### src/rtl/fuse_seq_pkg.sv
package fuse_seq_pkg;
  // Control-word bit positions; the fuse array decodes these.
  localparam int unsigned B_CSB    = 0;
  localparam int unsigned B_STROBE = 1;
  localparam int unsigned B_LOAD   = 2;
  localparam int unsigned B_PGENB  = 3;
  localparam int unsigned B_PS     = 4;
  localparam int unsigned B_PD     = 5;
  localparam int unsigned B_RSB    = 7;
  localparam int unsigned B_SFTSEL = 9;

  typedef enum logic [2:0] {
    PH_IDLE,
    PH_SCAN,
    PH_SETUP,
    PH_STROBE,
    PH_HOLD
  } phase_e;
endpackage

### src/rtl/fuse_bit_walker.sv
// Finds the lowest set bit at or above the cursor and below the limit.
module fuse_bit_walker #(
  parameter int NBITS = 32,
  parameter int CUR_W = 6
) (
  input  logic [NBITS-1:0] bits_i,
  input  logic [CUR_W-1:0] cursor_i,
  input  logic [CUR_W-1:0] limit_i,
  output logic             found_o,
  output logic [CUR_W-1:0] idx_o
);
  always_comb begin
    found_o = 1'b0;
    idx_o   = '0;
    for (int j = NBITS - 1; j >= 0; j--) begin
      if (bits_i[j] && (CUR_W'(j) >= cursor_i) && (CUR_W'(j) < limit_i)) begin
        found_o = 1'b1;
        idx_o   = CUR_W'(j);
      end
    end
  end
endmodule

### src/rtl/fuse_phase_timer.sv
// Counts cycles inside a phase; last_o marks the final cycle of len_i.
module fuse_phase_timer #(
  parameter int TMR_W = 12
) (
  input  logic             clk,
  input  logic             rst_n,
  input  logic             clr_i,
  input  logic [TMR_W-1:0] len_i,
  output logic             last_o
);
  logic [TMR_W-1:0] cnt_q;

  always_ff @(posedge clk or negedge rst_n) begin
    if (!rst_n)     cnt_q <= '0;
    else if (clr_i) cnt_q <= '0;
    else            cnt_q <= cnt_q + 1'b1;
  end

  assign last_o = (cnt_q == len_i - 1'b1);
endmodule

### src/rtl/fuse_burn_seq.sv
module fuse_burn_seq
  import fuse_seq_pkg::*;
#(
  parameter int TICKS_PER_US = 100,
  parameter int SETUP_US     = 1,
  parameter int STROBE_US    = 15,
  parameter int HOLD_US      = 1,
  parameter int BUF_BYTES    = 4,
  parameter int OFF_W        = 8,
  parameter int ADDR_W       = 10,
  parameter int ADDR_SHIFT   = 16,
  parameter int CTRL_W       = 32,
  parameter int CNT_W        = $clog2(BUF_BYTES + 1)
) (
  input  logic                   clk,
  input  logic                   rst_n,
  input  logic                   start_i,
  input  logic [OFF_W-1:0]       offset_i,
  input  logic [CNT_W-1:0]       count_i,
  input  logic [BUF_BYTES*8-1:0] data_i,
  output logic                   busy_o,
  output logic                   done_o,
  output logic [CTRL_W-1:0]      fuse_ctrl_o
);
  localparam int NBITS   = BUF_BYTES * 8;
  localparam int CUR_W   = $clog2(NBITS + 1);
  localparam int S_CYC   = SETUP_US * TICKS_PER_US;
  localparam int STB_CYC = STROBE_US * TICKS_PER_US;
  localparam int H_CYC   = HOLD_US * TICKS_PER_US;
  localparam int TMR_W   = $clog2(S_CYC + STB_CYC + H_CYC + 1);

  // ---- arithmetic helpers ----
  function automatic logic [CTRL_W-1:0] standby_word();
    logic [CTRL_W-1:0] w;
    w         = '0;
    w[B_PD]   = 1'b1;
    w[B_CSB]  = 1'b1;
    return w;
  endfunction

  function automatic logic [CTRL_W-1:0] program_word(input logic [ADDR_W-1:0] a);
    logic [CTRL_W-1:0] w;
    w                        = '0;
    w[B_PS]                  = 1'b1;
    w[B_SFTSEL]              = 1'b1;
    w[ADDR_SHIFT +: ADDR_W]  = a;
    return w;
  endfunction

  function automatic logic [ADDR_W-1:0] fuse_addr(input logic [OFF_W-1:0] off,
                                                  input logic [CUR_W-1:0] bit_i);
    logic [31:0] a;
    a = 32'(off) * 32'd8 + 32'(bit_i);
    return a[ADDR_W-1:0];
  endfunction

  function automatic logic [CUR_W-1:0] bit_limit(input logic [CNT_W-1:0] n);
    int t;
    t = int'(n) * 8;
    if (t > NBITS) t = NBITS;
    return CUR_W'(t);
  endfunction

  // ---- state ----
  phase_e             phase_q;
  logic [CUR_W-1:0]   cur_q;
  logic [OFF_W-1:0]   off_q;
  logic [CNT_W-1:0]   cnt_q;
  logic [NBITS-1:0]   data_q;
  logic [CTRL_W-1:0]  ctrl_q;
  logic               done_q;

  // ---- named internal events ----
  logic               bit_found;
  logic [CUR_W-1:0]   bit_idx;
  logic               tmr_last;
  logic               tmr_clr;
  logic [TMR_W-1:0]   tmr_len;
  logic               start_take;
  logic               burn_rise;
  logic               burn_fall;
  logic               seq_finish;

  fuse_bit_walker #(.NBITS(NBITS), .CUR_W(CUR_W)) u_walker (
    .bits_i   (data_q),
    .cursor_i (cur_q),
    .limit_i  (bit_limit(cnt_q)),
    .found_o  (bit_found),
    .idx_o    (bit_idx)
  );

  always_comb begin
    case (phase_q)
      PH_SETUP:  tmr_len = TMR_W'(S_CYC);
      PH_STROBE: tmr_len = TMR_W'(STB_CYC);
      PH_HOLD:   tmr_len = TMR_W'(H_CYC);
      default:   tmr_len = TMR_W'(1);
    endcase
  end

  assign tmr_clr = (phase_q == PH_IDLE) || (phase_q == PH_SCAN) || tmr_last;

  fuse_phase_timer #(.TMR_W(TMR_W)) u_timer (
    .clk    (clk),
    .rst_n  (rst_n),
    .clr_i  (tmr_clr),
    .len_i  (tmr_len),
    .last_o (tmr_last)
  );

  assign start_take = (phase_q == PH_IDLE) && start_i;
  assign burn_rise  = (phase_q == PH_SETUP) && tmr_last;
  assign burn_fall  = (phase_q == PH_STROBE) && tmr_last;
  assign seq_finish = (phase_q == PH_SCAN) && !bit_found;

  always_ff @(posedge clk or negedge rst_n) begin
    if (!rst_n) begin
      phase_q <= PH_IDLE;
      cur_q   <= '0;
      off_q   <= '0;
      cnt_q   <= '0;
      data_q  <= '0;
      ctrl_q  <= standby_word();
      done_q  <= 1'b0;
    end else begin
      done_q <= 1'b0;
      case (phase_q)
        PH_IDLE: if (start_take) begin
          off_q   <= offset_i;
          cnt_q   <= count_i;
          data_q  <= data_i;
          cur_q   <= '0;
          phase_q <= PH_SCAN;
        end
        PH_SCAN: if (seq_finish) begin
          ctrl_q  <= standby_word();
          done_q  <= 1'b1;
          phase_q <= PH_IDLE;
        end else begin
          cur_q   <= bit_idx;
          ctrl_q  <= program_word(fuse_addr(off_q, bit_idx));
          phase_q <= PH_SETUP;
        end
        PH_SETUP: if (burn_rise) begin
          ctrl_q[B_STROBE] <= 1'b1;
          phase_q          <= PH_STROBE;
        end
        PH_STROBE: if (burn_fall) begin
          ctrl_q[B_STROBE] <= 1'b0;
          phase_q          <= PH_HOLD;
        end
        PH_HOLD: if (tmr_last) begin
          cur_q   <= cur_q + 1'b1;
          phase_q <= PH_SCAN;
        end
        default: phase_q <= PH_IDLE;
      endcase
    end
  end

  assign busy_o      = (phase_q != PH_IDLE);
  assign done_o      = done_q;
  assign fuse_ctrl_o = ctrl_q;

  // ---- assertion-only observers ----
  logic [CTRL_W-1:0] word_prev_q;
  logic [31:0]       word_run_q;
  logic [31:0]       stb_run_q;

  always_ff @(posedge clk or negedge rst_n) begin
    if (!rst_n) begin
      word_prev_q <= standby_word();
      word_run_q  <= '0;
      stb_run_q   <= '0;
    end else begin
      word_prev_q <= ctrl_q;
      if (ctrl_q != word_prev_q)   word_run_q <= 32'd1;
      else if (word_run_q != '1)   word_run_q <= word_run_q + 1'b1;
      if (ctrl_q[B_STROBE])        stb_run_q  <= stb_run_q + 1'b1;
      else                         stb_run_q  <= '0;
    end
  end

  // program pattern whenever the strobe is driven
  a_r2_program_pattern: assert property (@(posedge clk) disable iff (!rst_n)
    ctrl_q[B_STROBE] |-> (ctrl_q[B_PS] && ctrl_q[B_SFTSEL] && !ctrl_q[B_CSB] &&
                          !ctrl_q[B_PGENB] && !ctrl_q[B_PD] && !ctrl_q[B_LOAD] &&
                          !ctrl_q[B_RSB]));

  // word frozen while strobe stays high
  a_r3_word_frozen: assert property (@(posedge clk) disable iff (!rst_n)
    (ctrl_q[B_STROBE] && $past(ctrl_q[B_STROBE])) |-> $stable(ctrl_q));

  // strobe width and setup width in cycles
  a_r6_strobe_width: assert property (@(posedge clk) disable iff (!rst_n)
    $fell(ctrl_q[B_STROBE]) |-> (stb_run_q == STB_CYC));

  a_r6_setup_width: assert property (@(posedge clk) disable iff (!rst_n)
    $rose(ctrl_q[B_STROBE]) |-> (word_run_q == S_CYC));

  // done coincides with standby and idle, one cycle only
  a_r7_done_standby: assert property (@(posedge clk) disable iff (!rst_n)
    done_o |-> (fuse_ctrl_o == standby_word() && !busy_o));

  a_r7_done_single: assert property (@(posedge clk) disable iff (!rst_n)
    done_o |=> !done_o);

  // a strobe only appears inside an operation
  a_r8_strobe_in_busy: assert property (@(posedge clk) disable iff (!rst_n)
    ctrl_q[B_STROBE] |-> busy_o);
endmodule

### config.mk
export PLATFORM = sky130hd
export DESIGN_NAME = fuse_burn_seq
export DESIGN_NICKNAME = d
export VERILOG_FILES = /design/src/rtl/fuse_seq_pkg.sv /design/src/rtl/fuse_bit_walker.sv /design/src/rtl/fuse_phase_timer.sv /design/src/rtl/fuse_burn_seq.sv
export SDC_FILE = /design/constraint.sdc
export NUM_CORES = 1
export LEC_CHECK = 0
export ABC_AREA = 1
export BUFFER_PORTS_ARGS = -buffer_cell sky130_fd_sc_hd__buf_2
export CORE_ASPECT_RATIO = 0.9
export CORE_MARGIN = 1.5
export CORE_UTILIZATION = 46
export DETAILED_ROUTE_END_ITERATION = 6
export PLACE_DENSITY = 0.73
export SETUP_SLACK_MARGIN = 0.2
export SKIP_LAST_GASP = 1
export SYNTH_ARGS = -nofsm -noshare
export SYNTH_HDL_FRONTEND = slang
export SYNTH_HIERARCHICAL = 1
export SYNTH_SLANG_ARGS = --single-unit
### constraint.sdc
create_clock -name clk -period 5.85 [get_ports clk]
set_input_delay 0.585 -clock clk [delete_from_list [all_inputs] [get_ports clk]]
set_output_delay 0.585 -clock clk [all_outputs]
set_load 0.03 [all_outputs]
==> results.md <==
- Max VDD drop: 0.109 mV
- Power Density: approximately 190 mW/mm2
- Max-Cap Viols: 0
- Minimum clock period after layout: slightly above 4000 ps
- Final Slew Violations: 0
- Hold WS: around 370 ps
- Status: completed
- IO Pins: 80
- Synth Instances: a little under 700
- Post-synth EDFFs: 0
- Layout cells sized above 1: a little under a fifth
- R2R cell count: 19
- Vias in the first global route: around 4400
- Grt met3 use: 2.86%
- # fillers: approximately 1000
- Mapped cell area: slightly above 0.005 mm2
- Grt met1 use: 28.9%
- Primary FF master, synth: dfrtp_1
- Area of the multi-input gates: ~0.0028 mm2
- Largest delay contributor family on the critical path: simple AND/OR/NAND/NOR gates
- Final setup fails: 0
- Synth Area per Inst: approximately 7.6 um2
- TritonRoute pass-1 iters: 5
- Most frequent CP cell: nor2_1
- Critical Path AT: 4260 ps
- Die area: between 0.01 and 0.015 mm2
- Placer Congestion: just over 0.9
- Drt drc: 0
- Setup Crit Path Kind: reg -> reg
- TNS Setup: 0 ps
- RSZ-0062 raised after global routing: false
- Pre-CTS setup slack: between 1500 and 2000 ps
- Worst-margin pin slew: 965 ps
- Finished Layout Cells: 918
- Crit-path max cell delay: approximately 490 ps
- Vias: 4662
- Rows: 36
- GR Overflow Total: 0
- TritonCTS buffer count: 9
- Max-slew headroom: 35.6%
- Post-CTS Setup Repair Bufs: 0
- Antenna violations before repair: 0
- Final WS setup: 1810 ps
- Synthesized flop and latch total: between 70 and 80
- Synth warnings: 6
- Fmax: roughly 250 MHz
- Crit. path cell count: 19
- Final Hold Viols: 0
- TritonCTS Sinks: 76
- First-pass GRT wire length: approximately 20 mm
- Clock skew: 10.4 ps
- Most common cell after layout, fill and taps aside: nand2_1
- Placed Instances: 902
- Element type at the critical path start: flip-flop
- Wire length per cell: around 13 um
- Starting Density: a little under half
- CP max-delay cell: nor3_1
- Synth cell types: between 50 and 60
- CP Cell Sequence: o21a_1, nor2_1, nor2_1, inv_1, nor2_1, inv_1, nor2_1, inv_1, o2111ai_1, nand2_1, nor2_1, nand2_1, nor3_1, fa_1, nand2_1, a21oi_1, nand4_1, nand3_1, nand2_1
- Layout area overhead: 14.1%
- Period utilisation layout: about 69%
- Nature of the critical path endpoint: flip-flop
- Largest net degree at the start of global routing: 77
- Static Leak: about 3.3 nW
- Async SR Flop Fraction: 100%
- Min-Delay Path Class: in -> async
- Grt met2 use: a little over a third
- Post-layout util: a little over half
- Tot GR Track Use: between 20% and 30%
- ANT nets after route: 0
- Placeable Area: 0.0109 mm2
- Clock Path Buffers: 2
- Clk_lat worst skew: 330 ps
- Die Span Y: 103 um
- Final wirelength: between 10 and 15 mm
- Required @ worst endpoint: 6070 ps
- Root Driver: clkbuf_16
- Seq/Total Area, Yosys: between 30% and 40%
- HPWL after DPL: ~9 mm
- CTS tree: built
- Nets: 814
- Commonest cells after routing, fill and taps aside: 164 x nand2_1, 99 x inv_1, 76 x nor2_1
- Hold Buf Count CTS: 0
- Die X: between 100 and 150 um
- ANT cells: 0
- Worst path bufs/invs: 3
- Seq. cell area: roughly 0.0019 mm2
- Count of cells resized by post-cts repair: 0
- H-tree depth: 3
- Buffers added on ports: 61
- Via density: about 5.1
- CTS clock-pin slew for the worst setup and hold paths: 60 ps
- Busiest metal layer after global routing: met2
- Initial DRC count: 442
- CP Max Fanout: 7
-- through the flow --
stage               power [mW]  cell area (um2)
floorplan                0.570             5290
global route              1.15             5890
CTS                       1.12             5890
global placement         0.586             5600
finish                    1.11             5890
detailed placement       0.587             5600
-- per-layer routing --
| metal | share of wire [%] | vias to the layer above |
|---|---|---|
| met5 | 0 | - |
| met1 | 47 | 2183 |
| met3 | 5.2 | 19 |
| met4 | 1.1 | 0 |
| met2 | 47 | 154 |
| li1 | - | 2306 |
-- power breakdown --
| group | switching, mW | internal (mW) | total, mW |
|---|---|---|---|
| combinational | 0.0394 | 0.0144 | 0.0537 |
| sequential | 0 | 0.526 | 0.526 |
| clock | 0.217 | 0.313 | 0.530 |
-- synth_stat cells (5+ instances only) --
cell type | instances | share of area, %
xor2_1 | 7 | 1.2
ha_1 | 6 | 1.5
nand3_1 | 43 | 4.2
nor2_2 | 7 | 0.85
nand2_1 | 164 | 12
nand2_2 | 5 | 0.61
inv_1 | 99 | 7.2
nor3_1 | 8 | 0.78
nand4_1 | 11 | 1.3
dfrtp_1 | 75 | 36
o21ai_0 | 36 | 3.5
mux2_2 | 17 | 3.7
nor2_1 | 76 | 5.5
a21oi_1 | 20 | 1.9
buf_4 | 20 | 2.9
mux2_4 | 20 | 5.8
o2111ai_1 | 11 | 1.9
-- worst reg2reg max path, stage by stage (launching register included) --
cell       delay (ps)
dfrtp_1           470
o21a_1            180
nor2_1             70
nor2_1            340
inv_1             210
nor2_1            260
inv_1             140
nor2_1            130
inv_1              90
o2111ai_1         270
nand2_1           110
nor2_1            180
nand2_1            90
nor3_1            490
fa_1              340
nand2_1            70
a21oi_1           210
nand4_1           120
nand3_1            90
nand2_1            50
-- path summary, 6_finish.rpt --
path / from / end / slack (ps)
worst max-delay path: cnt_q[2] / fuse_ctrl_o[25] / 1810
worst min-delay path: rst_n / data_q[9] / 370
worst max register to register: cnt_q[2] / fuse_ctrl_o[25] / 1810
worst min register to register: fuse_ctrl_o[24] / fuse_ctrl_o[24] / 480
max in group asynchronous: rst_n / data_q[28] / 4810
min in group clk: fuse_ctrl_o[24] / fuse_ctrl_o[24] / 480
-- final cells by class --
class                   count  share of cell area [%]
flip-flops and latches     76                    32.3
repair buffers             63                    5.48
clock inverters             4                   0.510
inverters                 103                    6.56
multi-input cells         508                    47.5
clock buffers              12                    4.36
well taps                 152                    3.23
-- sequential cells by signal (all words and copies together), names as in the netlist --
| register | flops |
|---|---|
| phase_q | 3 |
| done_o | 1 |
| data_q | 32 |
| u_timer/cnt_q | 11 |
| off_q | 7 |
| cnt_q | 3 |
| fuse_ctrl_o | 13 |
| cur_q | 6 |
-- kinds of logic after synthesis --
family	count (synthesis)	share of synthesized area, %
AOI/OAI and AO/OA	84	9.72
xor gates and xnor gates	10	1.70
adders and majority gates	7	1.84
buffers and inverters	130	11.4
DFF	76	36.9
muxes	37	9.53
other	2	0.146
and+or+nand+nor	333	28.8
No activity file was read; power rests on OpenSTA's default activity.
